--- config.mk ---
export PLATFORM = sky130hd
export DESIGN_NAME = iosw_tree
export DESIGN_NICKNAME = d
export VERILOG_FILES = /design/src/rtl/iosw_pkg.sv /design/src/rtl/iosw_decoder.sv /design/src/rtl/iosw_rdmux.sv /design/src/rtl/iosw_switch.sv /design/src/rtl/iosw_tree.sv
export SDC_FILE = /design/constraint.sdc
export NUM_CORES = 1
export LEC_CHECK = 0
export ABC_CLOCK_PERIOD_IN_PS = 1390
export BUFFER_PORTS_ARGS = -buffer_cell sky130_fd_sc_hd__buf_2
export CAP_MARGIN = 5
export CORE_ASPECT_RATIO = 1.4
export CORE_MARGIN = 8
export CORE_UTILIZATION = 33
export DETAILED_ROUTE_END_ITERATION = 16
export PLACE_DENSITY = 0.85
export SLEW_MARGIN = 10
export SYNTH_ARGS = -nofsm -noshare
export SYNTH_HDL_FRONTEND = slang
export SYNTH_HIERARCHICAL = 1
export SYNTH_SLANG_ARGS = --single-unit
--- constraint.sdc ---
create_clock -name vclk -period 1.39
set_input_delay 0.0695 -clock vclk [all_inputs]
set_output_delay 0.0695 -clock vclk [all_outputs]
set_load 0.01 [all_outputs]
--- src/rtl/iosw_pkg.sv ---
package iosw_pkg;

  localparam int IOSW_ADDR_W = 11;
  localparam int IOSW_SEL_W  = 2;
  localparam int IOSW_DATA_W = 8;

  typedef enum logic [1:0] {
    SLOT_CHILD = 2'd0,
    SLOT_IO    = 2'd1,
    SLOT_NONE  = 2'd2
  } slot_kind_e;

  // Lowest ports go to child switches, then devices, then spares.
  function automatic slot_kind_e slot_kind(int idx, int n_child, int n_io);
    if (idx < n_child)             return SLOT_CHILD;
    else if (idx < n_child + n_io) return SLOT_IO;
    else                           return SLOT_NONE;
  endfunction

endpackage

--- src/rtl/iosw_decoder.sv ---
module iosw_decoder #(
  parameter int SEL_W      = 2,
  parameter int N_ASSIGNED = 4,
  localparam int N_PORT    = 1 << SEL_W
) (
  input  logic             valid,
  input  logic [SEL_W-1:0] sel,
  output logic             hit,
  output logic [N_PORT-1:0] stb
);

  always_comb begin
    hit = valid && (32'(sel) < N_ASSIGNED);
    stb = '0;
    if (hit) stb[sel] = 1'b1;
  end

endmodule

--- src/rtl/iosw_rdmux.sv ---
module iosw_rdmux #(
  parameter int SEL_W  = 2,
  parameter int DATA_W = 8,
  localparam int N_PORT = 1 << SEL_W
) (
  input  logic                           hit,
  input  logic [SEL_W-1:0]               sel,
  input  logic [N_PORT-1:0][DATA_W-1:0]  port_rdata,
  output logic [DATA_W-1:0]              rdata
);

  always_comb begin
    rdata = '0;
    if (hit) rdata = port_rdata[sel];
  end

endmodule

--- src/rtl/iosw_switch.sv ---
module iosw_switch
  import iosw_pkg::*;
#(
  parameter int ADDR_W  = IOSW_ADDR_W,
  parameter int SEL_W   = IOSW_SEL_W,
  parameter int DATA_W  = IOSW_DATA_W,
  parameter int N_CHILD = 1,
  parameter int N_IO    = 3,
  localparam int N_PORT = 1 << SEL_W,
  localparam int FWD_W  = ADDR_W - SEL_W
) (
  input  logic                          in_valid,
  input  logic                          in_we,
  input  logic [ADDR_W-1:0]             in_addr,
  input  logic [DATA_W-1:0]             in_wdata,
  output logic [DATA_W-1:0]             in_rdata,
  output logic [N_PORT-1:0]             port_stb,
  output logic                          port_we,
  output logic [FWD_W-1:0]              port_addr,
  output logic [DATA_W-1:0]             port_wdata,
  input  logic [N_PORT-1:0][DATA_W-1:0] port_rdata
);

  localparam int N_ASSIGNED = N_CHILD + N_IO;

  logic [SEL_W-1:0] sel;
  logic             hit;

  assign sel        = in_addr[ADDR_W-1 -: SEL_W];
  assign port_addr  = in_addr[FWD_W-1:0];
  assign port_we    = in_we;
  assign port_wdata = in_wdata;

  iosw_decoder #(
    .SEL_W      (SEL_W),
    .N_ASSIGNED (N_ASSIGNED)
  ) u_dec (
    .valid (in_valid),
    .sel   (sel),
    .hit   (hit),
    .stb   (port_stb)
  );

  iosw_rdmux #(
    .SEL_W  (SEL_W),
    .DATA_W (DATA_W)
  ) u_mux (
    .hit        (hit),
    .sel        (sel),
    .port_rdata (port_rdata),
    .rdata      (in_rdata)
  );

  always_comb begin
    AST_ONE_STROBE: assert ($onehot0(port_stb));
    if (!in_valid) begin
      AST_IDLE_QUIET: assert (port_stb == '0);
    end
    if (port_stb == '0) begin
      AST_RD_ZERO_UNSEL: assert (in_rdata == '0);
    end else begin
      AST_RD_ROUTE: assert (in_rdata == port_rdata[sel]);
    end
  end

  for (genvar k = 0; k < N_PORT; k++) begin : g_slot
    localparam slot_kind_e KIND = slot_kind(k, N_CHILD, N_IO);
    if (KIND == SLOT_NONE) begin : g_spare
      always_comb begin
        AST_SPARE_QUIET: assert (!port_stb[k]);
      end
    end
  end

endmodule

--- src/rtl/iosw_tree.sv ---
module iosw_tree
  import iosw_pkg::*;
#(
  parameter int ADDR_W  = IOSW_ADDR_W,
  parameter int SEL_W   = IOSW_SEL_W,
  parameter int DATA_W  = IOSW_DATA_W,
  parameter int ROOT_IO = 3,
  parameter int LEAF_IO = 3,
  localparam int N_DEV  = ROOT_IO + LEAF_IO,
  localparam int N_PORT = 1 << SEL_W,
  localparam int ROOT_FWD_W = ADDR_W - SEL_W,
  localparam int LEAF_FWD_W = ADDR_W - 2 * SEL_W
) (
  input  logic                         req_valid,
  input  logic                         req_we,
  input  logic [ADDR_W-1:0]            req_addr,
  input  logic [DATA_W-1:0]            req_wdata,
  output logic [DATA_W-1:0]            req_rdata,
  output logic [N_DEV-1:0]             dev_stb,
  output logic [ROOT_FWD_W-1:0]        root_addr,
  output logic                         root_we,
  output logic [DATA_W-1:0]            root_wdata,
  output logic [LEAF_FWD_W-1:0]        leaf_addr,
  output logic                         leaf_we,
  output logic [DATA_W-1:0]            leaf_wdata,
  input  logic [N_DEV-1:0][DATA_W-1:0] dev_rdata
);

  localparam int ROOT_CHILD = 1;

  logic [N_PORT-1:0]             root_stb;
  logic [N_PORT-1:0][DATA_W-1:0] root_prd;
  logic [N_PORT-1:0]             leaf_stb;
  logic [N_PORT-1:0][DATA_W-1:0] leaf_prd;
  logic [DATA_W-1:0]             leaf_rdata;

  iosw_switch #(
    .ADDR_W  (ADDR_W),
    .SEL_W   (SEL_W),
    .DATA_W  (DATA_W),
    .N_CHILD (ROOT_CHILD),
    .N_IO    (ROOT_IO)
  ) u_root (
    .in_valid   (req_valid),
    .in_we      (req_we),
    .in_addr    (req_addr),
    .in_wdata   (req_wdata),
    .in_rdata   (req_rdata),
    .port_stb   (root_stb),
    .port_we    (root_we),
    .port_addr  (root_addr),
    .port_wdata (root_wdata),
    .port_rdata (root_prd)
  );

  iosw_switch #(
    .ADDR_W  (ROOT_FWD_W),
    .SEL_W   (SEL_W),
    .DATA_W  (DATA_W),
    .N_CHILD (0),
    .N_IO    (LEAF_IO)
  ) u_leaf (
    .in_valid   (root_stb[0]),
    .in_we      (root_we),
    .in_addr    (root_addr),
    .in_wdata   (root_wdata),
    .in_rdata   (leaf_rdata),
    .port_stb   (leaf_stb),
    .port_we    (leaf_we),
    .port_addr  (leaf_addr),
    .port_wdata (leaf_wdata),
    .port_rdata (leaf_prd)
  );

  // Root port wiring: child link first, then devices, then spares.
  for (genvar p = 0; p < N_PORT; p++) begin : g_root
    if (p < ROOT_CHILD) begin : g_child
      assign root_prd[p] = leaf_rdata;
    end else if (p < ROOT_CHILD + ROOT_IO) begin : g_dev
      assign root_prd[p]                 = dev_rdata[p - ROOT_CHILD];
      assign dev_stb[p - ROOT_CHILD]     = root_stb[p];
    end else begin : g_spare
      assign root_prd[p] = '0;
      always_comb begin
        AST_ROOT_SPARE: assert (!root_stb[p]);
      end
    end
  end

  // Child switch wiring: devices first, spares after.
  for (genvar p = 0; p < N_PORT; p++) begin : g_leaf
    if (p < LEAF_IO) begin : g_dev
      assign leaf_prd[p]           = dev_rdata[ROOT_IO + p];
      assign dev_stb[ROOT_IO + p]  = leaf_stb[p];
    end else begin : g_spare
      assign leaf_prd[p] = '0;
      always_comb begin
        AST_LEAF_SPARE: assert (!leaf_stb[p]);
      end
    end
  end

  always_comb begin
    if (leaf_stb != '0) begin
      AST_LEAF_UNDER_ROOT0: assert (root_stb[0]);
    end
    AST_TREE_ONE_DEV: assert ($onehot0(dev_stb));
    AST_FWD_CHAIN: assert (leaf_addr == req_addr[LEAF_FWD_W-1:0]);
  end

endmodule

==> results.yml, run 1 <==
outcome:
  status: "finished, violations left"
  violations: "setup timing"
cells_and_area:
  areaGrowthSynthToFinish_pct: 27.3
  postLayoutCellArea_um2: 1080
  multi_input_area_um2: 617
  fill_cells: 279
  n_antenna_cell: 0
  nets: 215
  nClkBuffers: 0
  drive_above_1_share_pct: 61.1
  design.seq.count: 0
  seq_area_um2: 0
  final_core_util_pct: 42.8
grt:
  grt_antenna_before_repair: 0
  gr-total-overflow: 0
  grt_pass1_vias: 937
  grt.total_usage_pct: 12.0
  grt_max_degree: 21
  grt_pass1_wl_um: 4530
job:
  maxCapViolCount: 0
place:
  placed_cell_area_um2: 993
  dp_hpwl_um: 2460
  place_congestion: 0.706
  io_buffers: 69
worst_hold_path:
  whs_path_depth: 0
  hold_path.class: "in2out"
  worstHoldEndpoint: "leaf_addr[2]"
  hold_path.startpoint: "req_addr[2]"
routing:
  first_pass_iters: 3
  drt_first_iter_violations: 8
  routed_via_density: 4.62
  antenna_left: 0
  drc_errors: 0
  wl_per_cell_um: 15.6
  wl_um: 2810
  via_count: 831
die:
  die-area_um2: 4490
  io_pins: 117
  core_um2: 2530
  die_y_um: 76.1
  die_w_um: 58.9
  row_count: 22
  start_util_pct: 33.6
power:
  peakVddDrop_mv: 0.157
  power.leakage_nw: 0.640
  p_per_area_nw_per_um2: 261
timing:
  hold_viol: 0
  setup_slack_ns: -0.0387
  slew_violations: 0
  fmaxAchievable_mhz: 700
  rsz0062_at_grt: "true"
  fin_crit_sh_pct: 103
  setup_viol: 4
  finalCriticalPeriod_ns: 1.43
synth:
  yosys_warnings: 6
  synth.avg_cell_area_um2: 8.35
  synth_cells: 102
  syn_area_um2: 852
clocking:
  ctsHoldBuffers: 0
critical_path:
  startpoint_type: "primary input"
  end_kind: "output port"
  worstSetupPathType: "in2out"
  cp_max_fo: 8
  worstPathRequired_ns: 1.32
  cp.arrival_ns: 1.36
## through the flow
step,std cells,hold WS (ns),setup slack [ns],power [mW],setup TNS [ns]
floorplan,109,0.236,0.112,0.252,0
global placement,179,0.139,-0.167,0.259,-1.03
detailed placement,179,0.139,-0.209,0.262,-1.31
CTS,180,0.139,-0.00939,0.276,-0.0258
global route,180,0.139,-0.116,0.309,-0.789
finish,180,0.139,-0.0387,0.283,-0.0912
## report_power, final
| part | switching, mW | total, mW | internal [mW] |
|---|---|---|---|
| Combinational | 0.129 | 0.283 | 0.154 |
| Sequential | 0 | 0 | 0 |
| Clock | 0 | 0 | 0 |
| Total | 0.129 | 0.283 | 0.154 |
## cell usage in the layout, fill, tap and decap left out
cell type	instances
nand2_1	1
buf_2	67
conb_1	8
nand2b_1	1
o22ai_4	1
and3b_1	4
a21boi_4	1
buf_12	1
o22ai_1	10
nor3b_2	2
mux2i_1	32
buf_4	6
buf_6	2
nand2_4	1
and3_2	1
o22ai_2	5
nand2b_4	1
## how the worst max path moves through the flow
stage / startpoint / to / slack, ns / cells past startpoint
global route: req_addr[9] / req_rdata[6] / -0.12 / 8
finish: req_addr[9] / req_rdata[3] / -0.04 / 8
global placement: req_addr[9] / req_rdata[0] / -0.17 / 8
CTS: req_addr[10] / req_rdata[0] / -0.009 / 8
detailed placement: req_addr[9] / req_rdata[0] / -0.21 / 8
floorplan: req_addr[9] / req_rdata[6] / 0.11 / 7
## final cells by class
cell class | instances | share of cell area [%]
Multi-Input combinational cell | 68 | 56.9
Timing Repair Buffer | 76 | 39.0
Tap cell | 36 | 4.15
## repair_timing
action	4_1_cts	5_1_grt
pin swaps	3	7
resized for setup	10	6
buffers inserted	1	0
hold endpoints to repair	0	0
setup endpoints to repair	8	8
## per-layer routing
layer  GRT usage [%]  wire, µm  up-vias
li1                -         -      413
met3            3.55       315       17
met2            22.4      1420       46
met1            11.9       993      355
met4            4.09        84        0
met5               0         0        -
## critical path, cell delays in order
cell	delay [ns]
buf_6	0.09
nor3b_2	0.19
a21boi_4	0.26
nand2b_4	0.13
o22ai_1	0.21
mux2i_1	0.09
o22ai_1	0.15
buf_2	0.15
No activity file was read; power rests on OpenSTA's default activity.
==> run 2, diff against run 1 <==
--- a/config.mk
+++ b/config.mk
@@ -12,7 +12,8 @@
 export CORE_MARGIN = 8
 export CORE_UTILIZATION = 33
 export DETAILED_ROUTE_END_ITERATION = 16
-export PLACE_DENSITY = 0.85
+export PLACE_DENSITY = 0.89
+export REMOVE_ABC_BUFFERS = 1
 export SLEW_MARGIN = 10
 export SYNTH_ARGS = -nofsm -noshare
 export SYNTH_HDL_FRONTEND = slang
==> results.yml, run 2 (same netlist as run 1, synthesis figures left out) <==
grt:
  use_met3_pct: 12.8
  grt_max_degree: 20
  grt.total_usage_pct: 13.8
  gr-total-overflow: 0
  busiest_layer: "met2"
  gr-usage-met1_pct: 13.1
  grt_pass1_vias: 978
  met2_usage_pct: 22.0
  grt_pass1_wl_um: 4950
  grt_antenna_before_repair: 0
power:
  power.leakage_nw: 0.635
  p_per_area_nw_per_um2: 257
  peakVddDrop_mv: 0.132
cells_and_area:
  areaGrowthSynthToFinish_pct: 25.3
  fill_cells: 288
  layout_commonest_cell: "buf_2"
  nClkBuffers: 0
  layout_common_cells: "67 x buf_2, 32 x mux2i_1, 11 x o22ai_1, 8 x conb_1, 7 x buf_4"
  nets: 217
  final_core_util_pct: 42.1
  n_antenna_cell: 0
  design.seq.count: 0
  seq_area_um2: 0
  multi_input_area_um2: 589
  layout.cells.non_filler: 182
  drive_above_1_share_pct: 60.3
outcome:
  violations: "setup timing"
  status: "finished, violations left"
routing:
  first_pass_iters: 3
  wl_per_cell_um: 17.8
  antenna_left: 0
  drc_errors: 0
  wl_um: 3250
  routed_via_density: 4.76
  drt_first_iter_violations: 8
  via_count: 866
timing:
  tns_ns: -0.516
  setup_slack_ns: -0.0770
  rsz0062_at_grt: "true"
  finalCriticalPeriod_ns: 1.47
  slew_violations: 0
  setup_viol: 8
  fin_crit_sh_pct: 106
  hold_viol: 0
  fmaxAchievable_mhz: 682
critical_path:
  path_delay_family: "compound AO/OA/AOI/OAI gates"
  worstPathRequired_ns: 1.32
  cp_slowest_stage_delay_ns: 0.22
  worst_path_max_delay_cell: "a21boi_2"
  crit_chain: "buf_6 -> nor3b_4 -> a21boi_2 -> nand2b_1 -> buf_6 -> o22ai_2 -> mux2i_1 -> o22ai_1 -> buf_2"
  end_kind: "output port"
  crit_top_cell: "buf_6"
  cp.arrival_ns: 1.40
  crit_buf_inv: 3
  cp_max_fo: 4
  worstSetupPathType: "in2out"
  startpoint_type: "primary input"
die:
  row_count: 22
  die_y_um: 76.1
  die_w_um: 58.9
  io_pins: 117
  start_util_pct: 33.6
  core_um2: 2530
  die-area_um2: 4490
place:
  io_buffers: 69
  placed_cells: 179
  detailedPlace.worstSlack_ns: -0.278
  place_congestion: 0.669
  dp_hpwl_um: 2700
clocking:
  ctsHoldBuffers: 0
worst_hold_path:
  hold_path.class: "in2out"
job:
  maxCapViolCount: 0
run 2: final timing paths:
kind / start / to / cells past startpoint
min: req_addr[3] / root_addr[3] / 0
max: req_addr[9] / req_rdata[1] / 9
run 2: stage by stage:
step | power (mW) | instance area (µm²) | hold WS [ns]
after global routing | 0.305 | 1070 | 0.139
after detailed placement | 0.257 | 981 | 0.139
after floorplan | 0.104 | 546 | 0.139
after global placement | 0.252 | 981 | 0.139
final | 0.274 | 1070 | 0.139
after CTS | 0.273 | 1050 | 0.139
run 2: power breakdown:
part / total [mW] / internal (mW) / leakage [nW] / switching, mW
clock: 0 / 0 / 0 / 0
combinational: 0.274 / 0.151 / 0.635 / 0.124
sequential: 0 / 0 / 0 / 0
run 2: repair_timing:
item | CTS | global route
pin swaps | 7 | 7
setup buffers | 2 | 1
endpoints found under the setup margin | 8 | 8
gates resized for setup | 11 | 2
run 2: cell type report:
class                           instances  area share (%)
Tap cell                               36            4.22
Multi-Input combinational cell         68            55.2
Timing Repair Buffer                   78            40.6
run 2: routing by layer:
metal | routed length (µm) | vias to the layer above
li1 | - | 418
met1 | 1120 | 368
met2 | 1460 | 76
met3 | 619 | 2
met4 | 4 | 2
met5 | 40 | -
==> run 3, diff against run 2 <==
--- a/config.mk
+++ b/config.mk
@@ -10,12 +10,11 @@
 export CAP_MARGIN = 5
 export CORE_ASPECT_RATIO = 1.4
 export CORE_MARGIN = 8
-export CORE_UTILIZATION = 33
+export CORE_UTILIZATION = 31
 export DETAILED_ROUTE_END_ITERATION = 16
 export PLACE_DENSITY = 0.89
 export REMOVE_ABC_BUFFERS = 1
 export SLEW_MARGIN = 10
 export SYNTH_ARGS = -nofsm -noshare
 export SYNTH_HDL_FRONTEND = slang
-export SYNTH_HIERARCHICAL = 1
 export SYNTH_SLANG_ARGS = --single-unit
==> results.yml, run 3 <==
power:
  peakVddDrop_mv: 0.107
  p_per_area_nw_per_um2: 283
  pwr-share-comb_pct: 100.0
  netSwitchingFraction_pct: 48.0
  p_sw_uw: 118
  pwr-share-clk_pct: 0
  p_int_uw: 127
  power.leakage_nw: 0.472
  seqPwrFrac_pct: 0
timing:
  fmaxAchievable_mhz: 872
  relSlewSlack_pct: 73.5
  worst_slew_pin_slew_ns: 0.398
  rsz0062_at_grt: "false"
  fin_crit_sh_pct: 82.5
  setup_viol: 0
  finalCriticalPeriod_ns: 1.15
  hold_viol: 0
  slew_violations: 0
  tns_ns: 0
  setup_slack_ns: 0.244
synth:
  yosys_warnings: 0
  synth_cells: 101
  yosysTopAreaCell: "buf_4"
  synth_cell_types: 16
  syn_area_um2: 773
  synth.avg_cell_area_um2: 7.66
  yosysMostFrequentCell: "buf_4"
  ys_seq_area_share_pct: 0
  yosysTopAreaCellShare_pct: 33.0
  yosys-top-cells-area: "buf_4 33%, mux2i_1 21%, o2111a_1 12%"
  ys_top_cells_by_count: "34 x buf_4, 16 x mux2i_1, 10 x nand2_1"
place:
  dp_hpwl_um: 2770
  placed_cells: 164
  io_buffers: 69
  placed_cell_area_um2: 866
  place_congestion: 0.732
  detailedPlace.worstSlack_ns: 0.227
critical_path:
  crit_chain: "buf_2 -> buf_4 -> mux2i_1 -> nand2_1 -> o2111a_1 -> buf_2"
  cp_slowest_stage_delay_ns: 0.22
  worst_path_max_delay_cell: "buf_2"
  cp_max_fo: 7
  end_kind: "output port"
  worstPathRequired_ns: 1.32
  worstSetupPathType: "in2out"
  crit_top_cell: "buf_2"
  cp.arrival_ns: 1.08
  startpoint_type: "primary input"
routing:
  via_count: 844
  drc_errors: 0
  antenna_left: 0
  wl_met1_um: 1230
  met3_length_um: 684
  highest_layer: "met3"
  routed_via_density: 5.15
  wl_um: 3260
  wl_per_cell_um: 19.9
  met2_length_um: 1350
  drt_first_iter_violations: 13
  first_pass_iters: 4
clocking:
  post-cts-setup-buffer-count: 0
  cts_resized: 0
  ctsHoldBuffers: 0
die:
  die-area_um2: 4370
  row_count: 21
  core_um2: 2390
  die_w_um: 58.2
  die_y_um: 75.1
  io_pins: 117
  start_util_pct: 32.3
cells_and_area:
  drive_above_1_share_pct: 55.4
  layout_common_cells: "69 x buf_2, 16 x mux2i_1, 10 x nand2_1"
  postLayoutCellArea_um2: 866
  n_antenna_cell: 0
  layout_commonest_cell: "buf_2"
  nets: 201
  layout.cells.non_filler: 164
  design.seq.count: 0
  seq_area_um2: 0
  nClkBuffers: 0
  areaGrowthSynthToFinish_pct: 12.0
  final_core_util_pct: 36.2
grt:
  grt_max_degree: 21
  grt.total_usage_pct: 14.2
  grt_pass1_wl_um: 4880
  grt_pass1_vias: 976
  grt_antenna_before_repair: 0
  gr-total-overflow: 0
outcome:
  status: "finished, final reports clean"
worst_hold_path:
  whs_path_depth: 0
  hold_path.startpoint: "req_wdata[6]"
  worstHoldEndpoint: "root_wdata[6]"
  hold_path.class: "in2out"
job:
  maxCapViolCount: 0
-- run 3: power groups by stage --
stage | clock, mW | sequential, mW | combinational, mW
after floorplan | 0 | 0 | 0.0962
after global placement | 0 | 0 | 0.242
after detailed placement | 0 | 0 | 0.248
after CTS | 0 | 0 | 0.249
after global routing | 0 | 0 | 0.272
final | 0 | 0 | 0.245
-- run 3: metrics by stage --
step,hold WS [ns],power [mW]
2_1_floorplan,0.139,0.0962
4_1_cts,0.139,0.249
3_3_place_gp,0.139,0.242
6_report,0.139,0.245
3_5_place_dp,0.139,0.248
5_1_grt,0.139,0.272
-- run 3: cell type report --
cell class,instances,area [µm²]
Inverter,1,3.75
Fill cell,259,1530
Tap cell,34,42.5
Multi-Input combinational cell,58,459
Timing Repair Buffer,71,360
-- run 3: logic make-up after synthesis --
family / count (synthesis) / synth area share (%)
buffers and inverters: 43 / 40.6
AND/OR/NAND/NOR: 26 / 19.3
multiplexers: 16 / 20.7
AO/OA/AOI/OAI: 16 / 19.4
-- run 3: how the worst max path moves through the flow --
stage,startpoint,end,slack [ns],cells after the start
6_report,req_addr[10],req_rdata[2],0.24,6
3_3_place_gp,req_addr[10],req_rdata[2],0.26,6
2_1_floorplan,req_addr[9],dev_stb[5],0.65,3
4_1_cts,req_addr[10],req_rdata[2],0.22,6
5_1_grt,req_addr[8],req_rdata[5],0.15,5
3_5_place_dp,req_addr[10],req_rdata[2],0.23,6
-- run 3: critical path, delay by kind of cell --
family,cells,cell delay [ns]
buf+inv,3,0.58
mux,1,0.22
compound gates,1,0.13
simple gates,1,0.07
-- run 3: metal layers --
| metal | vias up | GRT usage [%] |
|---|---|---|
| met1 | 372 | 15.2 |
| met5 | - | 3.85 |
| li1 | 389 | - |
| met4 | 0 | 0 |
| met3 | 0 | 13.2 |
| met2 | 83 | 21.1 |
